[src/rtl/rsv_pkg.sv]
package rsv_pkg;
  typedef enum logic [1:0] {
    OP_ADD = 2'd0,
    OP_SUB = 2'd1,
    OP_MUL = 2'd2,
    OP_DIV = 2'd3
  } rs_op_e;

  typedef enum logic [1:0] {
    ST_IDLE = 2'd0,
    ST_WAIT = 2'd1,
    ST_EXEC = 2'd2,
    ST_DONE = 2'd3
  } rs_state_e;
endpackage

[src/rtl/rsv_entry.sv]
module rsv_entry
  import rsv_pkg::*;
#(
  parameter int DATA_W  = 16,
  parameter int TAG_W   = 3,
  parameter int LAT_ADD = 2,
  parameter int LAT_MUL = 10,
  parameter int LAT_DIV = 40
) (
  input  logic              clk,
  input  logic              rst_n,
  input  logic              alloc_i,
  input  rs_op_e            op_i,
  input  logic [TAG_W-1:0]  qj_i,
  input  logic [DATA_W-1:0] vj_i,
  input  logic [TAG_W-1:0]  qk_i,
  input  logic [DATA_W-1:0] vk_i,
  input  logic              bus_valid_i,
  input  logic [TAG_W-1:0]  bus_tag_i,
  input  logic [DATA_W-1:0] bus_value_i,
  input  logic              grant_i,
  output logic              busy_o,
  output logic              req_o,
  output logic [DATA_W-1:0] result_o
);
  localparam int CNT_W = $clog2(LAT_DIV + 1);

  rs_state_e         st_q, st_n;
  rs_op_e            op_q, op_n;
  logic [TAG_W-1:0]  qj_q, qj_n, qk_q, qk_n;
  logic [DATA_W-1:0] vj_q, vj_n, vk_q, vk_n;
  logic [CNT_W-1:0]  cnt_q, cnt_n;
  logic [DATA_W-1:0] res_q, res_c;
  logic              hit_j, hit_k, opnd_en, res_en;

  function automatic logic [CNT_W-1:0] lat_of(rs_op_e op);
    case (op)
      OP_ADD, OP_SUB: lat_of = CNT_W'(LAT_ADD);
      OP_MUL:         lat_of = CNT_W'(LAT_MUL);
      default:        lat_of = CNT_W'(LAT_DIV);
    endcase
  endfunction

  assign hit_j = bus_valid_i && (qj_q != '0) && (qj_q == bus_tag_i);
  assign hit_k = bus_valid_i && (qk_q != '0) && (qk_q == bus_tag_i);

  // next-state
  always_comb begin
    st_n  = st_q;
    op_n  = op_q;
    qj_n  = qj_q;
    qk_n  = qk_q;
    vj_n  = vj_q;
    vk_n  = vk_q;
    cnt_n = cnt_q;
    case (st_q)
      ST_IDLE: begin
        if (alloc_i) begin
          op_n = op_i;
          if (qj_i != '0 && bus_valid_i && bus_tag_i == qj_i) begin
            qj_n = '0;
            vj_n = bus_value_i;
          end else begin
            qj_n = qj_i;
            vj_n = vj_i;
          end
          if (qk_i != '0 && bus_valid_i && bus_tag_i == qk_i) begin
            qk_n = '0;
            vk_n = bus_value_i;
          end else begin
            qk_n = qk_i;
            vk_n = vk_i;
          end
          st_n  = (qj_n == '0 && qk_n == '0) ? ST_EXEC : ST_WAIT;
          cnt_n = lat_of(op_i);
        end
      end
      ST_WAIT: begin
        if (hit_j) begin
          qj_n = '0;
          vj_n = bus_value_i;
        end
        if (hit_k) begin
          qk_n = '0;
          vk_n = bus_value_i;
        end
        if (qj_n == '0 && qk_n == '0) begin
          st_n  = ST_EXEC;
          cnt_n = lat_of(op_q);
        end
      end
      ST_EXEC: begin
        if (cnt_q == CNT_W'(1)) st_n = ST_DONE;
        else                    cnt_n = cnt_q - CNT_W'(1);
      end
      default: begin
        if (grant_i) st_n = ST_IDLE;
      end
    endcase
  end

  always_comb begin
    case (op_q)
      OP_ADD:  res_c = vj_q + vk_q;
      OP_SUB:  res_c = vj_q - vk_q;
      OP_MUL:  res_c = vj_q * vk_q;
      default: res_c = (vk_q == '0) ? '1 : vj_q / vk_q;
    endcase
  end

  assign opnd_en = alloc_i || (st_q == ST_WAIT);
  assign res_en  = (st_q == ST_EXEC) && (cnt_q == CNT_W'(1));

  // registers
  always_ff @(posedge clk or negedge rst_n) begin
    if (!rst_n) begin
      st_q  <= ST_IDLE;
      op_q  <= OP_ADD;
      cnt_q <= '0;
    end else begin
      st_q  <= st_n;
      op_q  <= op_n;
      cnt_q <= cnt_n;
    end
  end

  always_ff @(posedge clk or negedge rst_n) begin
    if (!rst_n) begin
      qj_q <= '0;
      qk_q <= '0;
      vj_q <= '0;
      vk_q <= '0;
    end else if (opnd_en) begin
      qj_q <= qj_n;
      qk_q <= qk_n;
      vj_q <= vj_n;
      vk_q <= vk_n;
    end
  end

  always_ff @(posedge clk or negedge rst_n) begin
    if (!rst_n)      res_q <= '0;
    else if (res_en) res_q <= res_c;
  end

  assign busy_o   = (st_q != ST_IDLE);
  assign req_o    = (st_q == ST_DONE);
  assign result_o = res_q;

  // an operand still owed by a producer keeps the station out of execution
  assert_wait_missing_R5: assert property (@(posedge clk) disable iff (!rst_n)
    (alloc_i && qj_i != '0 && !(bus_valid_i && bus_tag_i == qj_i)) |=> (st_q == ST_WAIT));

  assert_capture_j_R7: assert property (@(posedge clk) disable iff (!rst_n)
    (st_q == ST_WAIT && hit_j) |=> (qj_q == '0 && vj_q == $past(bus_value_i)));

  assert_hold_result_R9: assert property (@(posedge clk) disable iff (!rst_n)
    (req_o && !grant_i) |=> (req_o && $stable(result_o)));

  assert_free_on_send_R10: assert property (@(posedge clk) disable iff (!rst_n)
    grant_i |=> !busy_o);
endmodule

[src/rtl/rsv_age_arb.sv]
module rsv_age_arb #(
  parameter int N = 5
) (
  input  logic         clk,
  input  logic         rst_n,
  input  logic [N-1:0] alloc_i,
  input  logic [N-1:0] busy_i,
  input  logic [N-1:0] req_i,
  output logic [N-1:0] grant_o
);
  // older_q[i][j] set: station i was issued before station j
  logic [N-1:0][N-1:0] older_q, older_n;

  always_comb begin
    older_n = older_q;
    for (int k = 0; k < N; k++) begin
      if (alloc_i[k]) begin
        for (int i = 0; i < N; i++) begin
          if (i != k) begin
            older_n[i][k] = busy_i[i];
            older_n[k][i] = 1'b0;
          end
        end
      end
    end
  end

  always_ff @(posedge clk or negedge rst_n) begin
    if (!rst_n) older_q <= '0;
    else        older_q <= older_n;
  end

  always_comb begin
    for (int i = 0; i < N; i++) begin
      grant_o[i] = req_i[i];
      for (int j = 0; j < N; j++) begin
        if (j != i && req_i[j] && older_q[j][i]) grant_o[i] = 1'b0;
      end
    end
  end

  assert_single_winner_R9: assert property (@(posedge clk) disable iff (!rst_n)
    $onehot0(grant_o));

  assert_bus_not_idle_R9: assert property (@(posedge clk) disable iff (!rst_n)
    (req_i != '0) |-> (grant_o != '0));
endmodule

[src/rtl/rsv_station_array.sv]
module rsv_station_array
  import rsv_pkg::*;
#(
  parameter int DATA_W  = 16,
  parameter int N_ADD   = 3,
  parameter int N_MUL   = 2,
  parameter int LAT_ADD = 2,
  parameter int LAT_MUL = 10,
  parameter int LAT_DIV = 40
) (
  input  logic                                 clk,
  input  logic                                 rst_n,
  input  logic                                 iss_valid,
  input  logic [1:0]                           iss_op,
  input  logic [$clog2(N_ADD+N_MUL+1)-1:0]     iss_j_tag,
  input  logic [DATA_W-1:0]                    iss_j_val,
  input  logic [$clog2(N_ADD+N_MUL+1)-1:0]     iss_k_tag,
  input  logic [DATA_W-1:0]                    iss_k_val,
  output logic                                 iss_ready,
  output logic [$clog2(N_ADD+N_MUL+1)-1:0]     iss_tag,
  output logic                                 cdb_valid,
  output logic [$clog2(N_ADD+N_MUL+1)-1:0]     cdb_tag,
  output logic [DATA_W-1:0]                    cdb_value
);
  localparam int N     = N_ADD + N_MUL;
  localparam int TAG_W = $clog2(N + 1);

  logic [1:0]              rst_pipe_q;
  logic                    rst_int_n;
  logic [N-1:0]            busy, req, grant, alloc;
  logic [N-1:0][DATA_W-1:0] res_vec;
  logic                    want_mul;

  // reset: asserted at once, released after two clock edges
  always_ff @(posedge clk or negedge rst_n) begin
    if (!rst_n) rst_pipe_q <= 2'b00;
    else        rst_pipe_q <= {rst_pipe_q[0], 1'b1};
  end
  assign rst_int_n = rst_pipe_q[1];

  // station selection: lowest free tag in the group the opcode belongs to
  assign want_mul = iss_op[1];

  always_comb begin
    iss_ready = 1'b0;
    iss_tag   = '0;
    alloc     = '0;
    for (int i = 0; i < N; i++) begin
      if (!iss_ready && ((i >= N_ADD) == want_mul) && !busy[i]) begin
        iss_ready = 1'b1;
        iss_tag   = TAG_W'(i + 1);
        alloc[i]  = iss_valid;
      end
    end
  end

  for (genvar g = 0; g < N; g++) begin : g_station
    rsv_entry #(
      .DATA_W (DATA_W),
      .TAG_W  (TAG_W),
      .LAT_ADD(LAT_ADD),
      .LAT_MUL(LAT_MUL),
      .LAT_DIV(LAT_DIV)
    ) u_entry (
      .clk        (clk),
      .rst_n      (rst_int_n),
      .alloc_i    (alloc[g]),
      .op_i       (rs_op_e'(iss_op)),
      .qj_i       (iss_j_tag),
      .vj_i       (iss_j_val),
      .qk_i       (iss_k_tag),
      .vk_i       (iss_k_val),
      .bus_valid_i(cdb_valid),
      .bus_tag_i  (cdb_tag),
      .bus_value_i(cdb_value),
      .grant_i    (grant[g]),
      .busy_o     (busy[g]),
      .req_o      (req[g]),
      .result_o   (res_vec[g])
    );
  end

  rsv_age_arb #(.N(N)) u_arb (
    .clk    (clk),
    .rst_n  (rst_int_n),
    .alloc_i(alloc),
    .busy_i (busy),
    .req_i  (req),
    .grant_o(grant)
  );

  // shared result bus
  always_comb begin
    cdb_valid = |grant;
    cdb_tag   = '0;
    cdb_value = '0;
    for (int i = 0; i < N; i++) begin
      if (grant[i]) begin
        cdb_tag   = TAG_W'(i + 1);
        cdb_value = res_vec[i];
      end
    end
  end

  assert_stall_no_take_R3: assert property (@(posedge clk) disable iff (!rst_int_n)
    (iss_valid && !iss_ready) |=> ((busy & ~$past(busy)) == '0));

  assert_take_free_only_R2: assert property (@(posedge clk) disable iff (!rst_int_n)
    (alloc & busy) == '0);
endmodule

[config.mk]
export PLATFORM = sky130hd
export DESIGN_NAME = rsv_station_array
export DESIGN_NICKNAME = d
export VERILOG_FILES = /design/src/rtl/rsv_pkg.sv /design/src/rtl/rsv_entry.sv /design/src/rtl/rsv_age_arb.sv /design/src/rtl/rsv_station_array.sv
export SDC_FILE = /design/constraint.sdc
export NUM_CORES = 2
export LEC_CHECK = 0
export ABC_AREA = 0
export BUFFER_PORTS_ARGS = -buffer_cell sky130_fd_sc_hd__buf_2
export CAP_MARGIN = 20
export CORE_MARGIN = 2
export CORE_UTILIZATION = 50
export CTS_BUF_LIST = sky130_fd_sc_hd__clkbuf_4 sky130_fd_sc_hd__clkbuf_8
export DETAILED_ROUTE_END_ITERATION = 12
export PLACE_DENSITY = 0.67
export SKIP_LAST_GASP = 1
export SLEW_MARGIN = 15
export SYNTH_ARGS = -nofsm -noshare
export SYNTH_HDL_FRONTEND = slang
export SYNTH_SLANG_ARGS = --single-unit
[constraint.sdc]
create_clock -name clk -period 17.7 [get_ports clk]
set_input_delay 1.77 -clock clk [delete_from_list [all_inputs] [get_ports clk]]
set_output_delay 1.77 -clock clk [all_outputs]
set_load 0.01 [all_outputs]
# ---- Yosys cells after proc, flatten, opt, wreduce, memory -nomap -nowiden
# Cells that the tools add are included.
dict set report word_totals {
  rom_bits 0
  latch_bits 0
  register_bits 342
  inputBits 43
  mem_bits_rw 0
  out_inout_bits 24
  wordCells 589
  memories 0
}
dict set report classes {
  multipliers 5
  mux 231
  eq_ne 74
  n_bitwise 1
  n_reduce_logical 197
  order_cmp 0
  n_div 5
  shifts 0
  addsub 15
}
# operator count
set ops {}
lappend ops {{two-way mux 16 bit} 32}
lappend ops {{one-hot mux 16 bit (2 select lines)} 10}
lappend ops {{one-hot mux 16 bit (3 select lines)} 5}
lappend ops {{two-way mux 3 bit} 60}
lappend ops {{two-way mux 6 bit} 15}
lappend ops {{one-hot mux 6 bit (3 select lines)} 5}
lappend ops {{adder 16 bit} 5}
lappend ops {{divider 16 x 16 -> 16 bit} 5}
lappend ops {{logical NOT 16 bit} 5}
lappend ops {{multiplier 16 x 16 -> 16 bit} 5}
lappend ops {{AND reduction 4 bit} 20}
lappend ops {{subtractor 16 bit} 5}
lappend ops {{one-hot mux 6 bit (2 select lines)} 6}
lappend ops {{logical AND 1 bit} 68}
lappend ops {{logical NOT 3 bit} 20}
lappend ops {{one-hot mux 3 bit (2 select lines)} 10}
lappend ops {{two-way mux 2 bit} 29}
lappend ops {{two-way mux 1 bit} 52}
lappend ops {{nonzero test 3 bit} 17}
lappend ops {{inequality test 2 x 1 -> 1 bit, second input constant} 25}
lappend ops {{nonzero test 2 bit} 20}
lappend ops {{equality test 3 bit} 12}
lappend ops {{equality test 2 bit, second input constant} 16}
lappend ops {{equality test 6 x 1 -> 1 bit, second input constant} 5}
lappend ops {{14 further kinds} 76}

# ---- Depth between registers and ports, before layout
dict set report depth {
  depth_word 27
  depth_mapped 143
  ltp_nobuf 132
}

# ---- Cells and area by module
# From an unflattened synthesis, not the netlist that was laid out.
dict set report unflattened {
  cells_unflattened 9908
  hier_area_um2 77540.6
}
# module area_each_um2 cells_per_inst n_inst
set by_module_without_submodules {}
lappend by_module_without_submodules {{rsv_entry at g_station[3].u_entry} 15423.5 1989 1}
lappend by_module_without_submodules {{rsv_entry at g_station[0].u_entry} 15120.8 1926 1}
lappend by_module_without_submodules {{rsv_entry at g_station[2].u_entry} 15103.2 1946 1}
lappend by_module_without_submodules {{rsv_entry at g_station[1].u_entry} 15072.0 1926 1}
lappend by_module_without_submodules {{rsv_entry at g_station[4].u_entry} 15041.9 1937 1}
lappend by_module_without_submodules {rsv_age_arb 889.6 80 1}
lappend by_module_without_submodules {rsv_station_array 889.6 104 1}

# ---- Least setup slack after synthesis
# Ideal clock, no wire load.
dict set report synth_path {
  kind {register to register}
  start {register g_station[4].u_entry.vk_q[15]}
  end {register g_station[4].u_entry.res_q[0]}
  path_buffers 7
  path_stages_with_launch 123
  arrival_ps 28043
  setup_ps 128
  path_slack_ps -10472
  cell_sequence {dfrtp_1 clkbuf_1 nor3_1 and4_1 nand3_1 and2_1 ha_1 o21a_1 o21ai_0 or2_2 mux2_2 ha_1 a21o_1 o211ai_1 nor4b_1 a211oi_1 ha_1 o211ai_1 [... 87 more ...] nor2_1 a211o_1 o211a_1 a2111oi_0 o21a_1 o21a_1 clkbuf_1 mux2_2 ha_1 a21o_1 a21o_1 a21o_1 a21o_1 a21o_1 a21oi_1 o21ai_0 a21oi_1 o21ai_0}
}
dict set report synth_via {
  elab_chain_cells 3
  elab_cells_between_ends 4
  cone_classes {div: 1; mux: 2; reduce/logical: 1}
}
# item line_no
set synth_lines {}
lappend synth_lines {{start: declaration} rsv_entry.sv:31} ;# logic [DATA_W-1:0] vj_q, vj_n, vk_q, vk_n;
lappend synth_lines {{start signal: assignment} rsv_entry.sv:137} ;# vk_q <= vk_n;
lappend synth_lines {{divider 16 x 16 -> 16 bit / logical NOT 16 bit (equally long branches)} rsv_entry.sv:107} ;# default: res_c = (vk_q == '0) ? '1 : vj_q / vk_q;
lappend synth_lines {{two-way mux 16 bit (*)} rsv_entry.sv:107}
lappend synth_lines {{one-hot mux 16 bit (3 select lines) (*)} rsv_entry.sv:103} ;# case (op_q)
lappend synth_lines {{end signal: assignment} rsv_entry.sv:143} ;# else if (res_en) res_q <= res_c;
lappend synth_lines {{end: declaration} rsv_entry.sv:33} ;# logic [DATA_W-1:0] res_q, res_c;
# Mark *: on every way between the ends. The rest lies on a longest branch, timed or not.
# A chain may end at the register's enable or synchronous reset.

# ---- Worst setup path in the final report
dict set report layout_path {
  start {register g_station[4].u_entry.vk_q[8]}
  end {register g_station[4].u_entry.res_q[0]}
}
# Same word-level chain as after synthesis.

==> impl_metrics.csv <==
group,metric,value,unit
sta,hold_violations,0,
run_status,violations,"setup timing",
sta,clock-skew-final,0.0637,ns
global_routing,track_usage,0.373,
floorplanning,die_area,153000,um2
global_routing,grt_pass1_vias,83448,
sta,final-max-slew-violation-count,0,
run_status,status,"complete, but fails checks",
detailed_routing,dr.pass1.iters,9,
placement,dp_hpwl,220000,um
floorplanning,die_y,391,um
logic_synthesis,syn_nets,11182,
clocking,cts_root_buffer,"clkbuf_8",
logic_synthesis,synth-xor-area-share,0.0768,
clocking,worstSkewPairLatency,0.71,ns
sta,period_share,1.44,
detailed_routing,totalWireLength,299000,um
sta,period_needed,25.52,ns
logic_synthesis,syn_area_per_cell,7.75,um2
layout,fillCellCount,11567,
global_routing,grt_pass1_wl,454000,um
sta,max_freq,0.0392,GHz
clocking,clk_path_buf_depth,3,
setup_path,path_max_fanout,8,
setup_path,r2r_setup_slack,-7.82,ns
sta,worst_pin_slew,1.19,ns
logic_synthesis,synth_ff_type,"dfrtp_1",
detailed_routing,viasPerCell,6.01,
setup_path,startpoint,"g_station[4].u_entry.vk_q[8]",
detailed_routing,ant_nets,0,
logic_synthesis,muxShareOfSynthArea,0.0547,
logic_synthesis,synth-simple-area-share,0.198,
setup_path,slowest_stage,"o41ai_4",
clocking,htree_levels,2,
floorplanning,ios,67,
sta,tns,-95.03,ns
placement,portBuffers,66,
clocking,clkSinkCount,342,
clocking,hold_buffers,0,
clocking,clkSlewWorstSetupHoldPaths,0.09,ns
setup_path,reg2reg_from,"g_station[4].u_entry.vk_q[8]",
sta,rsz0062_at_grt,"true",
logic_synthesis,synth_cell_type_count,100,
layout,layout-drive-gt1-share,0.334,
hold_path,hold_class,"flip-flop to async pin",
setup_path,crit_top_cell,"buf_4",
sta,setup_viol,22,
logic_synthesis,synth_top_family_by_area,"adder cells",
logic_synthesis,synth_edf_count,0,
sta,max-slew-margin-rel,0.201,
flow_run,cap_violations,0,
layout,layout_common_cells,"buf_4, nand2_1, ha_1",
setup_path,critical_path.max_stage_delay,0.42,ns
setup_path,crit_type,"flip-flop to flip-flop",
detailed_routing,num_vias,84052,
global_routing,grt_overflow,0,
clocking,cts_buffers,56,
logic_synthesis,synthAdderAreaFrac,0.285,
logic_synthesis,synth_area,74900,um2
setup_path,reg2reg_depth,135,
logic_synthesis,postSynthCellCount,9674,
layout,synthToLayoutAreaGrowth,40.4,%
logic_synthesis,ys_seq_area_frac,0.114,
floorplanning,rows,142,
clocking,cts_tree,"built",
setup_path,critPathCaptureType,"flip-flop",
detailed_routing,drc,0,
detailed_routing,first_iter_violations,7163,
logic_synthesis,synth_compound_area_frac,0.207,
global_routing,grt_start_max_net_pins,177,
floorplanning,start_util,0.502,
setup_path,worstPathArrival,26.09,ns
detailed_routing,routedWlPerCell,21.4,um
sta,setup_ws,-7.82,ns
setup_path,cp-start-kind,"flip-flop",
logic_synthesis,async_flop_share,1.00,
logic_synthesis,yosysWarnings,0,
setup_path,cp.required,18.27,ns
floorplanning,die_w,391,um
placement,place_congestion,0.997,
floorplanning,core-area,149000,um2
layout,final_nets,13502,
logic_synthesis,ys_ff_latch,342,
global_routing,antenna_found_initial,5,
layout,final_common_cell,"buf_4",
-- logic make-up (layout without fill, tap and decap cells) --
kind of cell	after synthesis	in the layout
XOR/XNOR	657	657
AO/OA/AOI/OAI	2356	2358
other	1	3
multiplexers	387	387
buffers and inverters	1269	3630
flip-flops	342	342
adder cells (fa/ha/maj)	1465	1465
AND/OR/NAND/NOR	3197	3199
-- sequential cells by signal, indices dropped and copies added (netlist names) --
register / flops
g_station.u_entry.qj_q: 15
rst_pipe_q: 2
g_station.u_entry.result_o: 80
g_station.u_entry.cnt_q: 30
g_station.u_entry.vj_q: 80
g_station.u_entry.st_q: 10
g_station.u_entry.vk_q: 80
u_arb.older_q: 20
g_station.u_entry.qk_q: 15
g_station.u_entry.op_q: 10
-- worst max-delay path, delay by kind of cell, from the launching register on --
kind | cells | cell delay, ns
compound gates | 59 | 11.83
fa+ha+maj | 13 | 3.45
flops | 1 | 0.41
buf+inv | 39 | 5.01
mux | 6 | 1.82
simple gates | 18 | 2.85
-- through the flow --
step / hold WS (ns) / setup WS, ns / cells / instance area, um2 / utilization
after floorplan: 0.331 / -7.10 / 9674 / 78100 / -
after global placement: 0.341 / -8.47 / 13353 / 94500 / 0.633
after detailed placement: 0.336 / -8.82 / 13353 / 94500 / 0.633
after CTS: 0.333 / -7.16 / 13821 / 102000 / 0.683
after global routing: 0.358 / -8.63 / 13983 / 105000 / 0.705
final: 0.314 / -7.82 / 13985 / 105000 / 0.705
-- metal layers --
metal / track usage / routed length (um) / share of wire / up-vias
met4: 0.164 / 16100 / 0.054 / 10
met2: 0.612 / 136000 / 0.45 / 4047
met1: 0.467 / 117000 / 0.39 / 40284
met5: 0 / 145 / 0.00048 / -
met3: 0.0826 / 30100 / 0.10 / 1129
li1: - / - / - / 38582
-- synthesized netlist by cell type, types with 111 or more instances --
master,count,area (um2)
a21o_1,171,1280
a21oi_1,474,2370
and2_1,187,1170
clkbuf_1,402,1510
dfrtp_1,342,8560
fa_1,405,8110
ha_1,1060,13300
inv_1,814,3060
mux2_2,166,1870
mux2i_1,218,2180
nand2_1,1115,4190
nand3_1,181,906
nor2_1,826,3100
nor2b_1,111,694
nor3_1,265,1330
o211ai_1,137,1030
o21a_1,244,1830
o21ai_0,586,2930
xnor2_1,466,4080
xor2_1,191,1670
-- area by class of cell --
cell class / count / area [um2] / share of cell area
Inverter: 830 / 3150 / 0.0299
Sequential cell: 342 / 8570 / 0.0815
Tap cell: 1944 / 2430 / 0.0231
Timing Repair Buffer: 2697 / 20700 / 0.197
Multi-Input combinational cell: 8067 / 68900 / 0.655
Clock inverter: 21 / 325 / 0.00309
Clock buffer: 82 / 1070 / 0.0101
Antenna cell: 2 / 5.00 / 0.0000476
-- final timing paths --
path	end
hold / removal	g_station[0].u_entry.cnt_q[3]
hold reg to reg	g_station[0].u_entry.cnt_q[3]
setup reg to reg	g_station[4].u_entry.result_o[0]
setup / recovery	g_station[4].u_entry.result_o[0]
min in group clk	rst_pipe_q[1]
max in group asynchronous	g_station[2].u_entry.vk_q[0]
-- what timing repair did --
item                                    CTS  global route
resized for setup                       625           362
endpoints found under the setup margin   25            25
setup buffers                           367           162
pin swaps                               561           427
gates cloned                              5             2
Power is not shown: default switching activity piles up to over one toggle a cycle in this logic, so the estimate is an artifact.
